**config.mk**
```make
export PLATFORM = sky130hd
export DESIGN_NAME = vlfsr_gen
export DESIGN_NICKNAME = d
export VERILOG_FILES = /design/src/rtl/vlfsr_pkg.sv /design/src/rtl/vlfsr_chain.sv /design/src/rtl/vlfsr_tap_xor.sv /design/src/rtl/vlfsr_col_watch.sv /design/src/rtl/vlfsr_gen.sv
export SDC_FILE = /design/constraint.sdc
export NUM_CORES = 1
export LEC_CHECK = 0
export BUFFER_PORTS_ARGS = -buffer_cell sky130_fd_sc_hd__buf_4
export CORE_AREA = 5 5 197 199
export CTS_CLUSTER_DIAMETER = 30
export DETAILED_ROUTE_END_ITERATION = 10
export DIE_AREA = 0 0 202 204
export GPL_ROUTABILITY_DRIVEN = 0
export REMOVE_ABC_BUFFERS = 1
export SLEW_MARGIN = 10
export SYNTH_ARGS = -nofsm -noshare
export SYNTH_HDL_FRONTEND = slang
export SYNTH_SLANG_ARGS = --single-unit
export TNS_END_PERCENT = 50
```
**constraint.sdc**
```tcl
create_clock -name clk -period 4.83 [get_ports clk]
set_clock_uncertainty 0.05 [all_clocks]
set_input_delay 0.2415 -clock clk [delete_from_list [all_inputs] [get_ports clk]]
set_output_delay 0.2415 -clock clk [all_outputs]
set_load 0.03 [all_outputs]
```
**src/rtl/vlfsr_pkg.sv**
```systemverilog
package vlfsr_pkg;

   // Width of an index able to address n stages (at least one bit).
   function automatic int idx_width(input int n);
      return (n <= 2) ? 1 : $clog2(n);
   endfunction

   // Nonzero when the tap configuration is usable.
   function automatic bit taps_ok(input int n, input int ta, input int tb);
      return (ta >= 1) && (ta < tb) && (tb <= n);
   endfunction

endpackage

```
**src/rtl/vlfsr_chain.sv**
```systemverilog
module vlfsr_chain #(
   parameter int WIDTH  = 8,
   parameter int STAGES = 31,
   parameter int IDX_W  = 5
) (
   input  logic                           clk,
   input  logic                           rst,
   input  logic                           advance,
   input  logic                           wr_en,
   input  logic [IDX_W-1:0]               wr_idx,
   input  logic [WIDTH-1:0]               wr_data,
   input  logic [WIDTH-1:0]               fb_in,
   output logic [STAGES-1:0][WIDTH-1:0]   stage_bus
);

   localparam logic [WIDTH-1:0] HEAD_SEED = {WIDTH{1'b1}};
   localparam logic [WIDTH-1:0] BODY_SEED = {WIDTH{1'b0}};

   for (genvar s = 0; s < STAGES; s++) begin : g_stage
      logic [WIDTH-1:0] shift_src;
      logic [WIDTH-1:0] cell_q;
      logic             hit;

      if (s == 0) begin : g_head
         assign shift_src = fb_in;
      end else begin : g_body
         assign shift_src = stage_bus[s-1];
      end

      assign hit = (wr_idx == IDX_W'(s));

      always_ff @(posedge clk) begin
         if (rst) begin
            cell_q <= (s == 0) ? HEAD_SEED : BODY_SEED;
         end else if (wr_en) begin
            if (hit) cell_q <= wr_data;
         end else if (advance) begin
            cell_q <= shift_src;
         end
      end

      assign stage_bus[s] = cell_q;
   end

   // the tail stage takes what its neighbour held before the step
   assert_tail_shift_R3 : assert property (@(posedge clk) disable iff (rst)
      (advance && !wr_en) |=> (stage_bus[STAGES-1] == $past(stage_bus[STAGES-2])));

   // the second stage takes the old head
   assert_head_shift_R3 : assert property (@(posedge clk) disable iff (rst)
      (advance && !wr_en) |=> (stage_bus[1] == $past(stage_bus[0])));

   // a write past the chain end leaves every stage alone
   assert_oob_write_R6 : assert property (@(posedge clk) disable iff (rst)
      (wr_en && (int'(wr_idx) >= STAGES)) |=> $stable(stage_bus));

   // no write and no step keeps the chain frozen
   assert_idle_hold_R4 : assert property (@(posedge clk) disable iff (rst)
      (!advance && !wr_en) |=> $stable(stage_bus));

endmodule

```
**src/rtl/vlfsr_tap_xor.sv**
```systemverilog
module vlfsr_tap_xor #(
   parameter int WIDTH  = 8,
   parameter int STAGES = 31,
   parameter int TAP_A  = 7,
   parameter int TAP_B  = 31
) (
   input  logic [STAGES-1:0][WIDTH-1:0] stage_bus,
   output logic [WIDTH-1:0]             fb_out
);

   localparam int IA = TAP_A - 1;
   localparam int IB = TAP_B - 1;

   assign fb_out = stage_bus[IA] ^ stage_bus[IB];

endmodule

```
**src/rtl/vlfsr_col_watch.sv**
```systemverilog
module vlfsr_col_watch #(
   parameter int WIDTH  = 8,
   parameter int STAGES = 31
) (
   input  logic [STAGES-1:0][WIDTH-1:0] stage_bus,
   output logic                         any_dead
);

   logic [WIDTH-1:0] col_live;

   for (genvar c = 0; c < WIDTH; c++) begin : g_col
      always_comb begin
         col_live[c] = 1'b0;
         for (int s = 0; s < STAGES; s++) begin
            col_live[c] = col_live[c] | stage_bus[s][c];
         end
      end
   end

   assign any_dead = ~&col_live;

endmodule

```
**src/rtl/vlfsr_gen.sv**
```systemverilog
module vlfsr_gen #(
   parameter int  WIDTH  = 8,
   parameter int  STAGES = 31,
   parameter int  TAP_A  = 7,
   parameter int  TAP_B  = 31,
   localparam int IDX_W  = vlfsr_pkg::idx_width(STAGES)
) (
   input  logic             clk,
   input  logic             rst,
   input  logic             en,
   input  logic             seed_we,
   input  logic [IDX_W-1:0] seed_idx,
   input  logic [WIDTH-1:0] seed_data,
   output logic [WIDTH-1:0] rnd_out,
   output logic             col_zero
);

   if (WIDTH < 1) begin : g_bad_width
      $error("vlfsr_gen: WIDTH must be at least 1");
   end
   if (STAGES < 2) begin : g_bad_depth
      $error("vlfsr_gen: STAGES must be at least 2");
   end
   if (!vlfsr_pkg::taps_ok(STAGES, TAP_A, TAP_B)) begin : g_bad_taps
      $error("vlfsr_gen: taps need 1 <= TAP_A < TAP_B <= STAGES");
   end

   logic [STAGES-1:0][WIDTH-1:0] stage_bus;
   logic [WIDTH-1:0]             fb_word;
   logic                         step;
   logic [WIDTH-1:0]             out_q;

   assign step = en & ~seed_we;

   vlfsr_chain #(
      .WIDTH (WIDTH),
      .STAGES(STAGES),
      .IDX_W (IDX_W)
   ) u_chain (
      .clk      (clk),
      .rst      (rst),
      .advance  (step),
      .wr_en    (seed_we),
      .wr_idx   (seed_idx),
      .wr_data  (seed_data),
      .fb_in    (fb_word),
      .stage_bus(stage_bus)
   );

   vlfsr_tap_xor #(
      .WIDTH (WIDTH),
      .STAGES(STAGES),
      .TAP_A (TAP_A),
      .TAP_B (TAP_B)
   ) u_taps (
      .stage_bus(stage_bus),
      .fb_out   (fb_word)
   );

   vlfsr_col_watch #(
      .WIDTH (WIDTH),
      .STAGES(STAGES)
   ) u_watch (
      .stage_bus(stage_bus),
      .any_dead (col_zero)
   );

   always_ff @(posedge clk) begin
      if (rst)       out_q <= '0;
      else if (step) out_q <= fb_word;
   end

   assign rnd_out = out_q;

   // output after a step equals the XOR of the old tap stages
   assert_step_value_R2 : assert property (@(posedge clk) disable iff (rst)
      step |=> (rnd_out == $past(stage_bus[TAP_A-1] ^ stage_bus[TAP_B-1])));

   // the new head stage equals the word just presented
   assert_head_matches_out_R2 : assert property (@(posedge clk) disable iff (rst)
      step |=> (stage_bus[0] == rnd_out));

   // output frozen while idle
   assert_idle_out_R4 : assert property (@(posedge clk) disable iff (rst)
      (!en && !seed_we) |=> $stable(rnd_out));

   // output frozen during a seed write, enable or not
   assert_seed_out_R5 : assert property (@(posedge clk) disable iff (rst)
      seed_we |=> $stable(rnd_out));

   // with every column alive, stepping keeps them alive
   assert_alive_kept_R7 : assert property (@(posedge clk) disable iff (rst)
      (step && !col_zero) |=> !col_zero);

   // a dead column cannot revive by stepping
   assert_dead_kept_R8 : assert property (@(posedge clk) disable iff (rst)
      (step && col_zero) |=> col_zero);

endmodule

```
==> load_flow_metrics.sql <==
INSERT INTO impl_metrics (metric_group, metric, value, unit) VALUES
('grt', 'grt_first_pass_wirelength', '52.7', 'mm'),
('die', 'ioPinCount', '26', ''),
('sta', 'slew_viols_final', '0', ''),
('layout', 'final_layout_size_suffix_gt1_share', '13.1', '%'),
('sta', 'timing.hold.ws', '0.0201', 'ns'),
('worst_setup_path', 'crit_path_cell_trace', 'nor4_1 -> nand4_1 -> o22ai_1 -> or4_1 -> buf_4', ''),
('clock_network', 'cts_max_level', '2', ''),
('pwr', 'total_switching_power', '1830', 'uW'),
('detailed_routing', 'detail-route-antenna-nets', '0', ''),
('sta', 'max_freq', '0.347', 'GHz'),
('worst_setup_path', 'path_class', 'reg2out', ''),
('layout', 'final_antenna_diode_count', '0', ''),
('worst_setup_path', 'worst-path-max-fanout', '3', ''),
('detailed_routing', 'drt-initial-drc-count', '988', ''),
('die', 'core_area', '0.0370', 'mm^2'),
('clock_network', 'clock_tree.root_cell', 'sky130_fd_sc_hd__clkbuf_16', ''),
('clock_network', 'worstSkewPairLatency', '0.57', 'ns'),
('synthesis', 'synthesis.instances', '1289', ''),
('placement', 'port_buffers', '25', ''),
('synthesis', 'synth-seq-cells', '256', ''),
('synthesis', 'average_cell_area_after_synthesis', '8.41', 'um^2'),
('grt', 'antenna_found_initial', '0', ''),
('die', 'initial_core_util', '29.2', '%'),
('sta', 'max_slew_headroom_at_the_worst_pin', '17.0', '%'),
('die', 'fp.dieArea', '0.0412', 'mm^2'),
('pwr', 'seq_power_share', '33.0', '%'),
('die', 'dieHeight', '204', 'um'),
('sta', 'period_share', '59.6', '%'),
('grt', 'first_global_vias', '9171', ''),
('synthesis', 'yosysSeqAreaShare', '47.3', '%'),
('detailed_routing', 'detail_route.vias_per_cell', '5.57', ''),
('clock_network', 'number_of_setup_buffers_added_after_cts', '0', ''),
('sta', 'timing.final.hold_violations', '0', ''),
('detailed_routing', 'iteration_count_of_the_initial_detailed_routing_pass', '7', ''),
('die', 'placementRows', '71', ''),
('worst_setup_path', 'critPathRequiredTime', '4.54', 'ns'),
('clock_network', 'clock_tree.buffer_depth', '3', ''),
('pwr', 'static-leakage-power', '0.00451', 'uW'),
('pwr', 'p_clk_share', '58.8', '%'),
('grt', 'globalRoute.totalOverflow', '0', ''),
('min_path', 'hold_path.class', 'in2reg', ''),
('pwr', 'power.switching_fraction', '25.1', '%'),
('layout', 'post_layout_nonfiller_instances', '1790', ''),
('detailed_routing', 'vias', '9975', ''),
('layout', 'multi_input_area', '0.00519', 'mm^2'),
('placement', 'dpl_cell_area', '0.0112', 'mm^2'),
('pwr', 'power_per_cell_area', '545', 'mW/mm^2'),
('layout', 'nFillCells', '3707', ''),
('pwr', 'pwr-share-comb', '8.2', '%'),
('worst_setup_path', 'startpoint_type', 'flip-flop', ''),
('pwr', 'power', '7300', 'uW'),
('grt', 'grt_max_degree', '149', ''),
('sta', 'worst_slew_pin_slew', '1.24', 'ns'),
('placement', 'numPlacedInstances', '1677', ''),
('detailed_routing', 'post_drt_wl_per_cell', '18.8', 'um'),
('clock_network', 'cts.sinks', '256', ''),
('layout', 'flow.area_growth_from_synthesis', '23.6', '%'),
('sta', 'period_minus_slack', '2.88', 'ns'),
('outcome', 'outcome', 'complete, no violations', ''),
('worst_setup_path', 'timing.critical_path.to_type', 'output port', ''),
('flow_run', 'drv.max_cap_violation_count', '0', ''),
('layout', 'final_net_count', '1283', ''),
('detailed_routing', 'wl', '33.7', 'mm'),
('synthesis', 'yosysWarnings', '0', ''),
('pwr', 'cell_internal_pwr', '5470', 'uW'),
('clock_network', 'tritoncts', 'done', ''),
('sta', 'final_setup_violation_count', '0', ''),
('synthesis', 'synth_cell_type_count', '29', ''),
('clock_network', 'clkTransAtPathRegs', '0.05', 'ns'),
('layout', 'final_area', '0.0134', 'mm^2'),
('sta', 'final_tns_setup', '0', 'ns');
metrics by stage:
step | utilization, % | setup WS, ns
6_report | 36.1 | 1.95
5_1_grt | 36.1 | 1.92
4_1_cts | 36.1 | 2.06
3_5_place_dp | 30.2 | 2.25
3_3_place_gp | 30.2 | 2.41
2_1_floorplan | - | 1.86
worst register-to-register path, cell delays in order (launching register included):
cell	delay, ns
sky130_fd_sc_hd__dfxtp_1	0.36
sky130_fd_sc_hd__xnor2_1	0.40
sky130_fd_sc_hd__a211oi_1	0.14
sky130_fd_sc_hd__a211o_1	0.30
cells in the mapped netlist (all sizes together):
cell type	n	area (um^2)
nor3	14	70.1
xnor2	2	17.5
a211oi	4	30.0
o21ai	30	267
nand4bb	3	33.8
o22ai	4	25.0
dfxtp	256	5120
or4b	1	13.8
or2	1	6.26
nand4b	3	26.3
clkbuf	74	278
or4	1	7.51
nand4	17	106
inv	1	3.75
xor2	6	52.6
nor2	262	983
nor4	56	350
buf	46	240
mux2i	6	60.1
nand2b	3	18.8
a311oi	240	2100
o21a	1	7.51
a211o	8	70.1
nand2	249	935
nor2b	1	6.26
worst paths after layout:
| check | from | end | slack, ns | cells past startpoint |
|---|---|---|---|---|
| setup / recovery | u_chain.g_stage[24].cell_q[7] | col_zero | 1.95 | 5 |
| hold / removal | seed_data[5] | u_chain.g_stage[0].cell_q[5] | 0.02 | 4 |
| setup reg to reg | u_chain.g_stage[6].cell_q[7] | u_chain.g_stage[0].cell_q[7] | 3.47 | 3 |
| hold reg to reg | u_chain.g_stage[14].cell_q[4] | u_chain.g_stage[15].cell_q[4] | 0.43 | 2 |
registers in the layout (all words and copies together) (netlist names):
name                       flops
u_chain.g_stage.cell_q       240
u_chain.g_stage.shift_src      8
rnd_out                        8
layout make-up:
| class | instances | share of cell area [%] |
|---|---|---|
| Clock buffer | 71 | 12.2 |
| Multi-Input combinational cell | 912 | 38.8 |
| Tap cell | 474 | 4.43 |
| Timing Repair Buffer | 36 | 2.20 |
| Inverter | 1 | 0.0654 |
| Sequential cell | 256 | 38.3 |
| Clock inverter | 40 | 4.07 |
logic make-up (layout without fill, tap and decap cells):
| group | count (synthesis) | in the layout | share of synthesized area [%] |
|---|---|---|---|
| AND/OR/NAND/NOR | 611 | 611 | 23.6 |
| AO/OA/AOI/OAI | 287 | 287 | 23.1 |
| flip-flops | 256 | 256 | 47.3 |
| buffers and inverters | 121 | 148 | 4.82 |
| XOR/XNOR | 8 | 8 | 0.647 |
| multiplexers | 6 | 6 | 0.554 |
layout by cell type (no fill, tap or decap), types with 10 or more instances in the layout:
cell	instances
sky130_fd_sc_hd__nor4_1	56
sky130_fd_sc_hd__dfxtp_1	256
sky130_fd_sc_hd__nor2_1	262
sky130_fd_sc_hd__buf_4	32
sky130_fd_sc_hd__nand4_1	17
sky130_fd_sc_hd__a311oi_1	240
sky130_fd_sc_hd__o21ai_2	22
sky130_fd_sc_hd__nand2_1	249
sky130_fd_sc_hd__nor3_1	14
sky130_fd_sc_hd__clkbuf_8	10
sky130_fd_sc_hd__bufinv_16	11
sky130_fd_sc_hd__clkinv_2	10
sky130_fd_sc_hd__clkbuf_16	60
routing by layer:
metal	vias up	share of wire, %	GRT usage, %	wire (um)
met2	297	44	24.4	14800
met3	71	5.3	2.38	1800
met4	0	2.9	5.30	967
li1	4783	-	-	-
met1	4824	48	22.3	16100
met5	-	0	0	0
repair_timing:
item,CTS,global route
hold endpoints to repair,2,0
gates resized for setup,0,0
hold buffers,2,0
power by group through the flow:
| stage | Sequential (uW) | Clock (uW) | Combinational (uW) |
|---|---|---|---|
| detailed placement | 2440 | 0 | 594 |
| CTS | 2400 | 4340 | 597 |
| global placement | 2440 | 0 | 579 |
| floorplan | 2410 | 0 | 386 |
| global route | 2420 | 4470 | 662 |
| finish | 2410 | 4300 | 598 |
Note: power is estimated with default switching activity, not from simulation.
